===== config.mk =====
export PLATFORM = sky130hd
export DESIGN_NAME = mac_array_pipe
export DESIGN_NICKNAME = d
export VERILOG_FILES = /design/src/rtl/mac_array_pkg.sv /design/src/rtl/mac_pp_gen.sv /design/src/rtl/mac_csa_stage.sv /design/src/rtl/mac_cpa_stage.sv /design/src/rtl/mac_array_pipe.sv
export SDC_FILE = /design/constraint.sdc
export NUM_CORES = 1
export LEC_CHECK = 0
export ABC_AREA = 1
export ABC_CLOCK_PERIOD_IN_PS = 9590
export BUFFER_PORTS_ARGS = -buffer_cell sky130_fd_sc_hd__buf_2
export CAP_MARGIN = 20
export CORE_ASPECT_RATIO = 2
export CORE_MARGIN = 8
export CORE_UTILIZATION = 30
export CTS_BUF_LIST = sky130_fd_sc_hd__clkbuf_8 sky130_fd_sc_hd__clkbuf_16
export DETAILED_ROUTE_END_ITERATION = 8
export HOLD_SLACK_MARGIN = 0.12
export PLACE_DENSITY = 0.49
export SKIP_CTS_REPAIR_TIMING = 1
export SYNTH_ARGS = -nofsm -noshare
export SYNTH_HDL_FRONTEND = slang
export SYNTH_SLANG_ARGS = --single-unit
export TNS_END_PERCENT = 10

===== constraint.sdc =====
create_clock -name clk -period 9.59 [get_ports clk]
set_input_delay 1.4385 -clock clk [delete_from_list [all_inputs] [get_ports clk]]
set_output_delay 1.4385 -clock clk [all_outputs]
set_load 0.05 [all_outputs]

===== src/rtl/mac_array_pkg.sv =====
package mac_array_pkg;
  parameter int unsigned DEF_K = 8;

  // bitwise full-adder vector: carry output not yet shifted
  function automatic logic [2*DEF_K-1:0] maj3(input logic [2*DEF_K-1:0] p,
                                              input logic [2*DEF_K-1:0] q,
                                              input logic [2*DEF_K-1:0] r);
    return (p & q) | (p & r) | (q & r);
  endfunction
endpackage


===== src/rtl/mac_pp_gen.sv =====
module mac_pp_gen #(
  parameter int unsigned K   = 8,
  parameter int unsigned ROW = 0,
  localparam int unsigned W  = 2 * K
) (
  input  logic [K-1:0] a,
  input  logic         xbit,
  output logic [W-1:0] pp
);
  logic [K-1:0] gated;

  // one AND gate per multiplicand bit
  for (genvar i = 0; i < K; i++) begin : g_and
    assign gated[i] = a[i] & xbit;
  end

  assign pp = {{K{1'b0}}, gated} << ROW;
endmodule


===== src/rtl/mac_csa_stage.sv =====
module mac_csa_stage #(
  parameter int unsigned K   = 8,
  parameter int unsigned ROW = 0,
  localparam int unsigned W  = 2 * K
) (
  input  logic         clk,
  input  logic         rst_n,
  input  logic         adv,
  input  logic         in_v,
  input  logic [K-1:0] in_a,
  input  logic [K-1:0] in_x,
  input  logic [W-1:0] in_s,
  input  logic [W-1:0] in_c,
  output logic         out_v,
  output logic [K-1:0] out_a,
  output logic [K-1:0] out_x,
  output logic [W-1:0] out_s,
  output logic [W-1:0] out_c
);
  logic [W-1:0] pp;
  logic [W-1:0] sum_n;
  logic [W-1:0] maj_n;

  mac_pp_gen #(.K(K), .ROW(ROW)) pp_i (
    .a    (in_a),
    .xbit (in_x[0]),
    .pp   (pp)
  );

  // carry-save row: three inputs folded into sum and carry
  always_comb begin
    sum_n = in_s ^ in_c ^ pp;
    maj_n = (in_s & in_c) | (in_s & pp) | (in_c & pp);
  end

  always_ff @(posedge clk or negedge rst_n) begin
    if (!rst_n) begin
      out_v <= 1'b0;
      out_a <= '0;
      out_x <= '0;
      out_s <= '0;
      out_c <= '0;
    end else if (adv) begin
      out_v <= in_v;
      out_a <= in_a;
      out_x <= in_x >> 1;
      out_s <= sum_n;
      out_c <= {maj_n[W-2:0], 1'b0};
    end
  end
endmodule


===== src/rtl/mac_cpa_stage.sv =====
module mac_cpa_stage #(
  parameter int unsigned K  = 8,
  localparam int unsigned W = 2 * K
) (
  input  logic         clk,
  input  logic         rst_n,
  input  logic         adv,
  input  logic         in_v,
  input  logic [W-1:0] in_s,
  input  logic [W-1:0] in_c,
  output logic         out_v,
  output logic [W-1:0] out_r
);
  logic [W:0]   cy;
  logic [W-1:0] bits;

  assign cy[0] = 1'b0;

  // ripple chain of full adders
  for (genvar i = 0; i < W; i++) begin : g_fa
    assign bits[i]  = in_s[i] ^ in_c[i] ^ cy[i];
    assign cy[i+1]  = (in_s[i] & in_c[i]) | (cy[i] & (in_s[i] ^ in_c[i]));
  end

  always_ff @(posedge clk or negedge rst_n) begin
    if (!rst_n) begin
      out_v <= 1'b0;
      out_r <= '0;
    end else if (adv) begin
      out_v <= in_v;
      out_r <= bits;
    end
  end
endmodule


===== src/rtl/mac_array_pipe.sv =====
module mac_array_pipe #(
  parameter int unsigned K  = mac_array_pkg::DEF_K,
  localparam int unsigned W = 2 * K
) (
  input  logic         clk,
  input  logic         rst_n,
  input  logic         in_valid,
  output logic         in_ready,
  input  logic [K-1:0] in_a,
  input  logic [K-1:0] in_x,
  input  logic [K-1:0] in_y,
  output logic         out_valid,
  input  logic         out_ready,
  output logic [W-1:0] out_result
);
  logic         adv;
  logic         v_p [K+1];
  logic [K-1:0] a_p [K+1];
  logic [K-1:0] x_p [K+1];
  logic [W-1:0] s_p [K+1];
  logic [W-1:0] c_p [K+1];

  // whole pipeline moves unless a result is waiting and refused
  assign adv      = !out_valid || out_ready;
  assign in_ready = adv;

  // the row that would start from zero starts from the addend
  assign v_p[0] = in_valid;
  assign a_p[0] = in_a;
  assign x_p[0] = in_x;
  assign s_p[0] = {{K{1'b0}}, in_y};
  assign c_p[0] = '0;

  for (genvar r = 0; r < K; r++) begin : g_row
    mac_csa_stage #(.K(K), .ROW(r)) row_i (
      .clk   (clk),
      .rst_n (rst_n),
      .adv   (adv),
      .in_v  (v_p[r]),
      .in_a  (a_p[r]),
      .in_x  (x_p[r]),
      .in_s  (s_p[r]),
      .in_c  (c_p[r]),
      .out_v (v_p[r+1]),
      .out_a (a_p[r+1]),
      .out_x (x_p[r+1]),
      .out_s (s_p[r+1]),
      .out_c (c_p[r+1])
    );
  end

  mac_cpa_stage #(.K(K)) cpa_i (
    .clk   (clk),
    .rst_n (rst_n),
    .adv   (adv),
    .in_v  (v_p[K]),
    .in_s  (s_p[K]),
    .in_c  (c_p[K]),
    .out_v (out_valid),
    .out_r (out_result)
  );
endmodule


## After elaboration in Yosys (flattened, before gate mapping)

Index checks and enable logic that the tools add are counted.

- Register bits after elaboration: 342
- Output and inout bits: 18
- Word-level logic and storage cells: 226
- Bits of input ports: 28

- Bitwise logic cells: 184
- Reductions and logical operators: 2

Operators by type and width:

| cell | number |
|---|---|
| $or 15x15->15 | 14 |
| $and 15x15->15 | 8 |
| $xor 16x16->16 | 6 |
| $and 1x1->1 | 91 |
| $and 15x10->15 | 2 |
| $and 15x11->15 | 2 |
| $and 15x12->15 | 2 |
| $and 15x13->15 | 2 |
| $and 15x14->15 | 2 |
| $xor 1x1->1 | 29 |
| $and 8x9->9 | 2 |
| $xor 16x10->16 | 1 |
| $xor 16x11->16 | 1 |
| $xor 16x12->16 | 1 |
| $xor 16x13->16 | 1 |
| $xor 16x14->16 | 1 |
| $xor 16x15->16 | 1 |
| $xor 16x9->16 | 1 |
| $or 1x1->1 | 13 |
| $and 9x9->9 | 1 |
| $xor 8x9->9 | 1 |
| $and 8x8->8 | 1 |
| $xor 8x8->8 | 1 |
| $logic_not 1->1 | 1 |
| $logic_or 1x1->1 | 1 |

## Longest topological paths before layout

Gate-level depths: netlist (run 1).

- Depth after elaboration: 28
- Gate-level depth with buffers: 12
- Mapped depth without buffers: 12

## Modules after synthesis

A second synthesis (run 1) with hierarchy kept.

- Cell total of the unflattened synthesis: 2109
- Area total of the unflattened synthesis: 19311.0 sq um

Modules (own cells, without submodules):

| module | area each (sq um) | cells an instance | instances | seq. area each (sq um) |
|---|---|---|---|---|
| mac_csa_stage | 2157.1 | 225 | 8 | 1176.1 |
| mac_pp_gen | 128.9 | 26 | 8 | 0.0 |
| mac_cpa_stage | 1012.2 | 98 | 1 | 425.4 |
| mac_array_pipe | 11.3 | 3 | 1 | 0.0 |

## Worst setup path before layout (run 1)

No wires, ideal clock.

- Path type: input-to-output
- Start: in out_ready
- End: out in_ready
- Arrival time: 2.065 ns
- Setup slack: 6.087 ns
- Buffers on the path: 2
- Required time: 8.151 ns
- Cell stages on the path: 4
- Cells stage by stage: inv_1 nand2_2 buf_2 buf_2

- Word-level cells in the longest chain between the ends: 1

RTL lines:

| what | RTL line | source |
|---|---|---|
| from (decl) | mac_array_pipe.sv:13 | `input logic out_ready,` |
| $logic_or 1x1->1 | mac_array_pipe.sv:24 | `assign adv = !out_valid \|\| out_ready;` |
| to (decl) | mac_array_pipe.sv:8 | `output logic in_ready,` |

No other way between the ends.

## Worst setup path after layout (run 1)

Ends and elaborated chain as after synthesis.

==> metrics.md, run 1 <==
| Metric | Value |
|---|---|
| Status | finished, final reports clean |
| Area after DPL | 0.0124 mm2 |
| Core box area | 0.0387 mm2 |
| TritonCTS sink count | 265 |
| Min cycle time layout | 4.05 ns |
| Detailed Routing Iterations Pass 1 | 4 |
| Design Area, Final | 0.0132 mm2 |
| Synth Net Count | 1407 |
| Slew @ Worst Pin | 0.981 ns |
| Hold_sp | g_row[7].row_i.out_v |
| Routed wire length | 22700 um |
| GR Util All Layers | 10.4% |
| RR Endpoint | cpa_i.out_r[14] |
| Die extent in x | 156 um |
| Synth warnings | 0 |
| Vias in the first global route | 8041 |
| Top cells by area, synth | dfrtp_1 57%, nand2_1 24%, fa_1 9.4% |
| Finished Core Util | 34.2% |
| Commonest cells post-synth | 764 x nand2_1, 265 x dfrtp_1, 92 x inv_1 |
| First-pass GRT wire length | 39100 um |
| Total gr overflow | 0 |
| Hold worst-path end | cpa_i.out_v |
| Sum Neg Setup Slack | 0 ns |
| Min Hold Slack | 0.452 ns |
| VDD IR max | 0.131 mV |
| Power per standard cell area | 320 mW/mm2 |
| GPL Wtd Cong | 0.687 |
| Drt wl/cell | 12.2 um |
| Final-report max-slew violation count | 0 |
| Worst hold path stage count | 2 |
| Crit path arrival time | 2.62 ns |
| Most numerous cell in the Yosys netlist | nand2_1 |
| Lkg Pwr | 7.44 nW |
| I/O Pins | 46 |
| Yosys cell types | 13 |
| First DRT Iteration DRCs | 442 |
| Antenna cells | 0 |
| Netlist Area Pre-Place | 0.0117 mm2 |
| CTS tree | built |
| DRC | 0 |
| Hold/Removal Path Class | reg2reg |
| Post-DP HPWL | 14000 um |
| Fmax | 0.247 GHz |
| Chip Height | 295 um |
| CTS root buffer | clkbuf_16 |
| Worst path slowest cell | nand2_8 |
| RSZ-0062 raised after global routing | no |
| Vias per std cell | 4.14 |
| Avg Cell Area, Syn | 8.95 um2 |
| Clk_lat worst skew | 0.54 ns |
| Post-synth ARST share | 100% |
| R2r startpoint | g_row[7].row_i.out_c[8] |
| Clock Path Buffers | 3 |
| Sequential fraction of the synthesis area | 56.6% |
| Synth area leader | dfrtp_1 |
| Syn Inst Count | 1308 |
| Die area | 0.0460 mm2 |
| Type of the worst setup path | in2out |
| Initial Util | 30.3% |
| Crit end category | output port |
| Slowest Stage Delay on Critical Path | 0.45 ns |
| Layout cells sized above 1 | 6.90% |
| Req. time, crit path | 8.15 ns |
| # rows | 102 |
| Routed Antenna Nets | 0 |
| Startpoint types | input port |
| CP Max Fanout | 109 |
| Synth-to-Final Area Change | 13.0% |
| Relative slew slack | 34.6% |
| Final worst path period share | 42.3% |
| Most common cell on crit path | buf_2 |
| Clk slew on worst S/H paths | 0.06 ns |
| Reg2Reg Depth | 9 |
| Final worst setup slack | 5.54 ns |
| Final hold vios | 0 |
| NumNets Final | 1419 |
| Maximum number of pins on one net before global-route repair | 222 |
| Initial antenna violation count | 0 |
| EDFF count, synth | 0 |
| Most used DFF post-synth | dfrtp_1 |
| CP Cell Sequence | buf_2, inv_1, nand2_8, buf_2 |
| Worst clock skew | 0.0148 ns |
| Max_cap viols | 0 |
| Synth top area share | 56.6% |
| Vias after detailed routing | 7667 |
| Setup WS pre-CTS | 5.54 ns |
| Synthesis-stage register bit count | 265 |
| Input/output buffers | 45 |
| # setup viols final | 0 |
| Num CTS Buffers | 26 |
| CTS H-tree lvls | 1 |
| Register-to-register setup slack | 6.25 ns |
==> critical path: cells and delay by family <==
family        cells  cell delay (ns)
buf+inv           3             0.60
simple gates      1             0.45
==> worst max-delay path by stage <==
| stage | cells after the start | slack (ns) | from | end |
|---|---|---|---|---|
| floorplan | 4 | 6.09 | out_ready | in_ready |
| global placement | 4 | 5.54 | out_ready | in_ready |
| detailed placement | 4 | 5.54 | out_ready | in_ready |
| CTS | 4 | 5.54 | out_ready | in_ready |
| global route | 4 | 5.47 | out_ready | in_ready |
| finish | 4 | 5.54 | out_ready | in_ready |
==> registers in the layout, summed over array words and instances (netlist names) <==
signal             cells
cpa_i.out_v            1
g_row.row_i.out_s     92
g_row.row_i.out_v      8
g_row.row_i.out_c     64
g_row.row_i.out_a     56
g_row.row_i.out_x     28
cpa_i.out_r           16
==> power breakdown <==
group	internal [W]	total (W)	switching, W	leakage, nW
Combinational	0.000458	0.00126	0.000803	3.66
Sequential	0.00159	0.00194	0.000347	3.35
Clock	0.000619	0.00105	0.000426	0.436
==> layout by cell type, fill, tap and decap left out, types with 2 or more instances in the layout <==
cell,Yosys,layout
o21ai_0,47,47
dfrtp_1,265,265
clkbuf_16,0,26
buf_4,1,2
buf_12,0,2
clkbuf_8,0,6
nand2_1,764,764
inv_1,92,94
bufinv_16,0,3
buf_2,46,44
ha_1,16,16
clkinv_2,0,2
fa_1,55,55
==> cell type report <==
class,instances,area [um2]
Timing Repair Buffer,49,290
Sequential cell,265,6630
Inverter,93,349
Clock inverter,10,140
Fill cell,4135,25400
Tap cell,520,651
Multi-Input combinational cell,885,4440
Clock buffer,32,733
==> logic make-up (layout without fill, tap and decap cells) <==
kind of cell             Yosys count  in the layout  synth area share, %
buffers and inverters            158            184                 5.59
adder cells (fa/ha/maj)           71             71                 11.1
AND/OR/NAND/NOR                  767            767                 24.7
flip-flops                       265            265                 56.6
AO/OA/AOI/OAI                     47             47                 2.01
==> stage by stage <==
| step | power, W | std cells |
|---|---|---|
| after detailed placement | 0.00329 | 1812 |
| final | 0.00424 | 1854 |
| after floorplan | 0.00288 | 1308 |
| after CTS | 0.00436 | 1854 |
| after global routing | 0.00465 | 1854 |
| after global placement | 0.00324 | 1812 |
==> routing by layer <==
layer	up-vias	global-route usage (%)	part of all wire [%]
li1	3910	-	-
met5	-	0	0
met3	29	1.64	3.4
met4	0	3.78	2.1
met2	70	19.9	54
met1	3658	11.1	40
(Power assumes the default switching activity.)
==> run 2, diff against run 1 <==
- ABC_AREA: 1 -> 0
- ABC_CLOCK_PERIOD_IN_PS: 9590 -> 3800
- clock period: 9.59 -> 3.8 ns (I/O delays scaled with it)
==> run 2 against run 1 <==
Net effect:
- wire length down 15%
- non-clock buffer count up 8
- utilization up 0.17 points
- hold slack worse by 0.34 ns
- sequential power rose to 2.6 times the previous value
- final cell count down 29%
- critical endpoint is now cpa_i.out_r[14]
- setup slack worse by 5.0 ns
- synthesized cell count down 46%
==> metrics.md, run 2 <==
| Metric | Value |
|---|---|
| Antenna cells | 0 (unchanged) |
| Clock Path Buffers | 3 (unchanged) |
| GR Util All Layers | 8.15% (was 10.4%) |
| Vias after detailed routing | 5457 (was 7667) |
| Most frequent cells in the layout | 265 x dfrtp_1, 237 x mux2_4, 64 x and2_1, 55 x fa_1, 44 x buf_2 (was 764 x nand2_1, 265 x dfrtp_1, 94 x inv_1, 55 x fa_1, 47 x o21ai_0) |
| Slew @ Worst Pin | 0.886 ns (was 0.981 ns) |
| Sequential cell area | 0.00663 mm2 (unchanged) |
| Post-DP HPWL | 13200 um (was 14000 um) |
| Most numerous cell in the Yosys netlist | dfrtp_1 (was nand2_1) |
| Worst path slowest cell | fa_1 (was nand2_8) |
| Synth warnings | 0 (unchanged) |
| RSZ-0062 raised after global routing | no (unchanged) |
| Commonest cells post-synth | 265 x dfrtp_1, 237 x mux2_4, 64 x and2_1 (was 764 x nand2_1, 265 x dfrtp_1, 92 x inv_1) |
| CP Cell Sequence | ha_1, fa_1, fa_1, fa_1, fa_1, fa_1, inv_1, fa_1, a21oi_1 (was buf_2, inv_1, nand2_8, buf_2) |
| Synth area leader | dfrtp_1 (unchanged) |
| First-pass GRT wire length | 33500 um (was 39100 um) |
| Layout cells sized above 1 | 47.3% (was 6.90%) |
| Vias per std cell | 4.13 (was 4.14) |
| VDD IR max | 0.342 mV (was 0.131 mV) |
| Most used DFF post-synth | dfrtp_1 (unchanged) |
| DRC | 0 (unchanged) |
| Register-to-register setup slack | 0.55 ns (was 6.25 ns) |
| CP Max Fanout | 2 (was 109) |
| Crit end category | flop (was output port) |
| TritonCTS sink count | 265 (unchanged) |
| Hold/Removal Path Class | in2async (was reg2reg) |
| Yosys cell types | 14 (was 13) |
| Sequential fraction of the synthesis area | 52.8% (was 56.6%) |
| Initial antenna violation count | 0 (unchanged) |
| Routed wire length | 19300 um (was 22700 um) |
| Most common cell on crit path | fa_1 (was buf_2) |
| Commonest non-fill, non-tap cell in the layout | dfrtp_1 (was nand2_1) |
| Max_cap viols | 0 (unchanged) |
| Placed insts | 1268 (was 1812) |
| Sum Neg Setup Slack | 0 ns (unchanged) |
| CTS root buffer | clkbuf_16 (unchanged) |
| Syn Inst Count | 701 (was 1308) |
| Lkg Pwr | 6.95 nW (was 7.44 nW) |
| Filler Cells Inserted | 3962 (was 4135) |
| Netlist Area Pre-Place | 0.0126 mm2 (was 0.0117 mm2) |
| Synth-to-Final Area Change | 13.7% (was 13.0%) |
| Status | finished, final reports clean (unchanged) |
| Setup WS pre-CTS | 0.498 ns (was 5.54 ns) |
| Final-report max-slew violation count | 0 (unchanged) |
| Maximum number of pins on one net before global-route repair | 115 (was 222) |
| EDFF count, synth | 0 (unchanged) |
| GPL Wtd Cong | 0.639 (was 0.687) |
| Top cells by area, synth | dfrtp_1 53%, mux2_4 28%, fa_1 8.8% (was dfrtp_1 57%, nand2_1 24%, fa_1 9.4%) |
| Max reg flops | 92 (unchanged) |
| Crit path arrival time | 3.71 ns (was 2.62 ns) |
| # setup viols final | 0 (unchanged) |
| Core box area | 0.0415 mm2 (was 0.0387 mm2) |
| Req. time, crit path | 4.26 ns (was 8.15 ns) |
| Die area | 0.0491 mm2 (was 0.0460 mm2) |
| Min cycle time layout | 3.25 ns |
| Synthesis-stage register bit count | 265 (unchanged) |
| Final worst path period share | 85.5% |
| # rows | 106 (was 102) |
| Routed Antenna Nets | 0 (unchanged) |
| Num CTS Buffers | 28 (was 26) |
| Final hold vios | 0 (unchanged) |
| Total gr overflow | 0 (unchanged) |
| Fmax | 0.308 GHz |
| Relative slew slack | 40.9% (was 34.6%) |
| Clk_lat worst skew | 0.54 ns (about the same) |
| Post-synth ARST share | 100% (unchanged) |
| Area after DPL | 0.0133 mm2 (was 0.0124 mm2) |
| Design Area, Final | 0.0143 mm2 (was 0.0132 mm2) |
| Initial Util | 30.3% (about the same) |
| Largest registers | g_row.row_i.out_s: 92 flops, g_row.row_i.out_c: 64 flops, g_row.row_i.out_a: 56 flops (unchanged) |
| Die extent in x | 161 um (was 156 um) |
| Reg2Reg Depth | 9 (unchanged) |
| Multi-input logic area | 0.00559 mm2 (was 0.00444 mm2) |
| Input/output buffers | 45 (unchanged) |
| Worst clock skew | 0.00831 ns (was 0.0148 ns) |
| Final worst setup slack | 0.552 ns (was 5.54 ns) |
| R2r startpoint | g_row[7].row_i.out_c[8] (unchanged) |
| Detailed Routing Iterations Pass 1 | 4 (unchanged) |
| I/O Pins | 46 (unchanged) |
| Clk slew on worst S/H paths | 0.06 ns (about the same) |
| First DRT Iteration DRCs | 96 (was 442) |
| CTS H-tree lvls | 1 (unchanged) |
| Vias in the first global route | 6172 (was 8041) |
| Top reg by flops | g_row.row_i.out_s (unchanged) |
| Type of the worst setup path | reg2reg (was in2out) |
| Avg Cell Area, Syn | 17.9 um2 (was 8.95 um2) |
| Synth top area share | 52.8% (was 56.6%) |
| Chip Height | 305 um (was 295 um) |
| Buf/Inv on CP | 1 (was 3) |
| Drt wl/cell | 14.6 um (was 12.2 um) |
| RR Endpoint | cpa_i.out_r[14] (unchanged) |
| NumNets Final | 857 (was 1419) |
| CTS tree | built (unchanged) |
| Worst path top cell family by delay | adder cells (was buffers and inverters) |
| Power per standard cell area | 895 mW/mm2 (was 320 mW/mm2) |
| Slowest Stage Delay on Critical Path | 0.41 ns (was 0.45 ns) |
| Synth Net Count | 800 (was 1407) |
| Startpoint types | flop (was input port) |
| Layout Cells excl Fill | 1320 (was 1854) |
## run 2: cell count changes in the layout (fill, tap and decap cells not counted), sizes merged
cell,previous run,this run
a21oi,0,1
and2,0,64
buf,49,57
clkbuf,32,35
clkinv,3,9
inv,96,7
mux2,0,263
nand2,765,0
nand2b,0,2
nand3,1,0
nor2,1,0
nor3b,0,1
o21ai,47,0
xnor2,0,1
## run 2: metal layers
metal | GRT usage [%] | share of wire, % | vias up
met2 | 13.2 | 47 | 69
li1 | - | - | 2536
met1 | 10.7 | 47 | 2825
met3 | 1.64 | 4.0 | 27
met4 | 2.79 | 2.2 | 0
met5 | 0 | 0 | -
## run 2: how the worst max path moves through the flow
stage | cells after the start | start | slack (ns) | end
floorplan | 10 | g_row[7].row_i.out_c[8] | 0.72 | cpa_i.out_r[15]
detailed placement | 9 | g_row[7].row_i.out_c[8] | 0.50 | cpa_i.out_r[14]
finish | 9 | g_row[7].row_i.out_c[8] | 0.55 | cpa_i.out_r[14]
CTS | 9 | g_row[7].row_i.out_c[8] | 0.49 | cpa_i.out_r[14]
global placement | 9 | g_row[7].row_i.out_c[8] | 0.53 | cpa_i.out_r[14]
global route | 9 | g_row[7].row_i.out_c[8] | 0.41 | cpa_i.out_r[14]
## run 2: logic make-up after synthesis
group,share of synthesized area [%]
compound gates,0.0398
xor+xnor,0.0697
fa+ha+maj,10.4
buf+inv,2.68
flops,52.8
mux,30.7
simple gates,3.41
## run 2: cell type report
cell class | instances | area share [%]
multi-input cells | 403 | 39.2
inverters | 3 | 0.0789
repair buffers | 57 | 2.80
clock buffers | 35 | 5.66
flip-flops and latches | 265 | 46.4
clock inverters | 17 | 1.10
well taps | 540 | 4.73
## run 2: power by group
group          internal (W)  switching (W)
Sequential          0.00413       0.000989
Combinational       0.00317        0.00169
Clock               0.00170        0.00110
## run 2: metrics by stage
step / total power [W] / hold WS, ns / util (%)
2_1_floorplan: 0.00922 / 0.274 / -
3_3_place_gp: 0.0101 / 0.460 / 32.1
6_report: 0.0128 / 0.109 / 34.4
5_1_grt: 0.0137 / 0.180 / 34.4
4_1_cts: 0.0131 / 0.140 / 34.4
3_5_place_dp: 0.0102 / 0.467 / 32.1
## run 2: worst register-to-register path, stage by stage (launching register included)
cell and delay [ns]:
dfrtp_1 0.39, ha_1 0.21, fa_1 0.39, fa_1 0.40, fa_1 0.39, fa_1 0.41, fa_1 0.37, inv_1 0.07
fa_1 0.41, a21oi_1 0.13
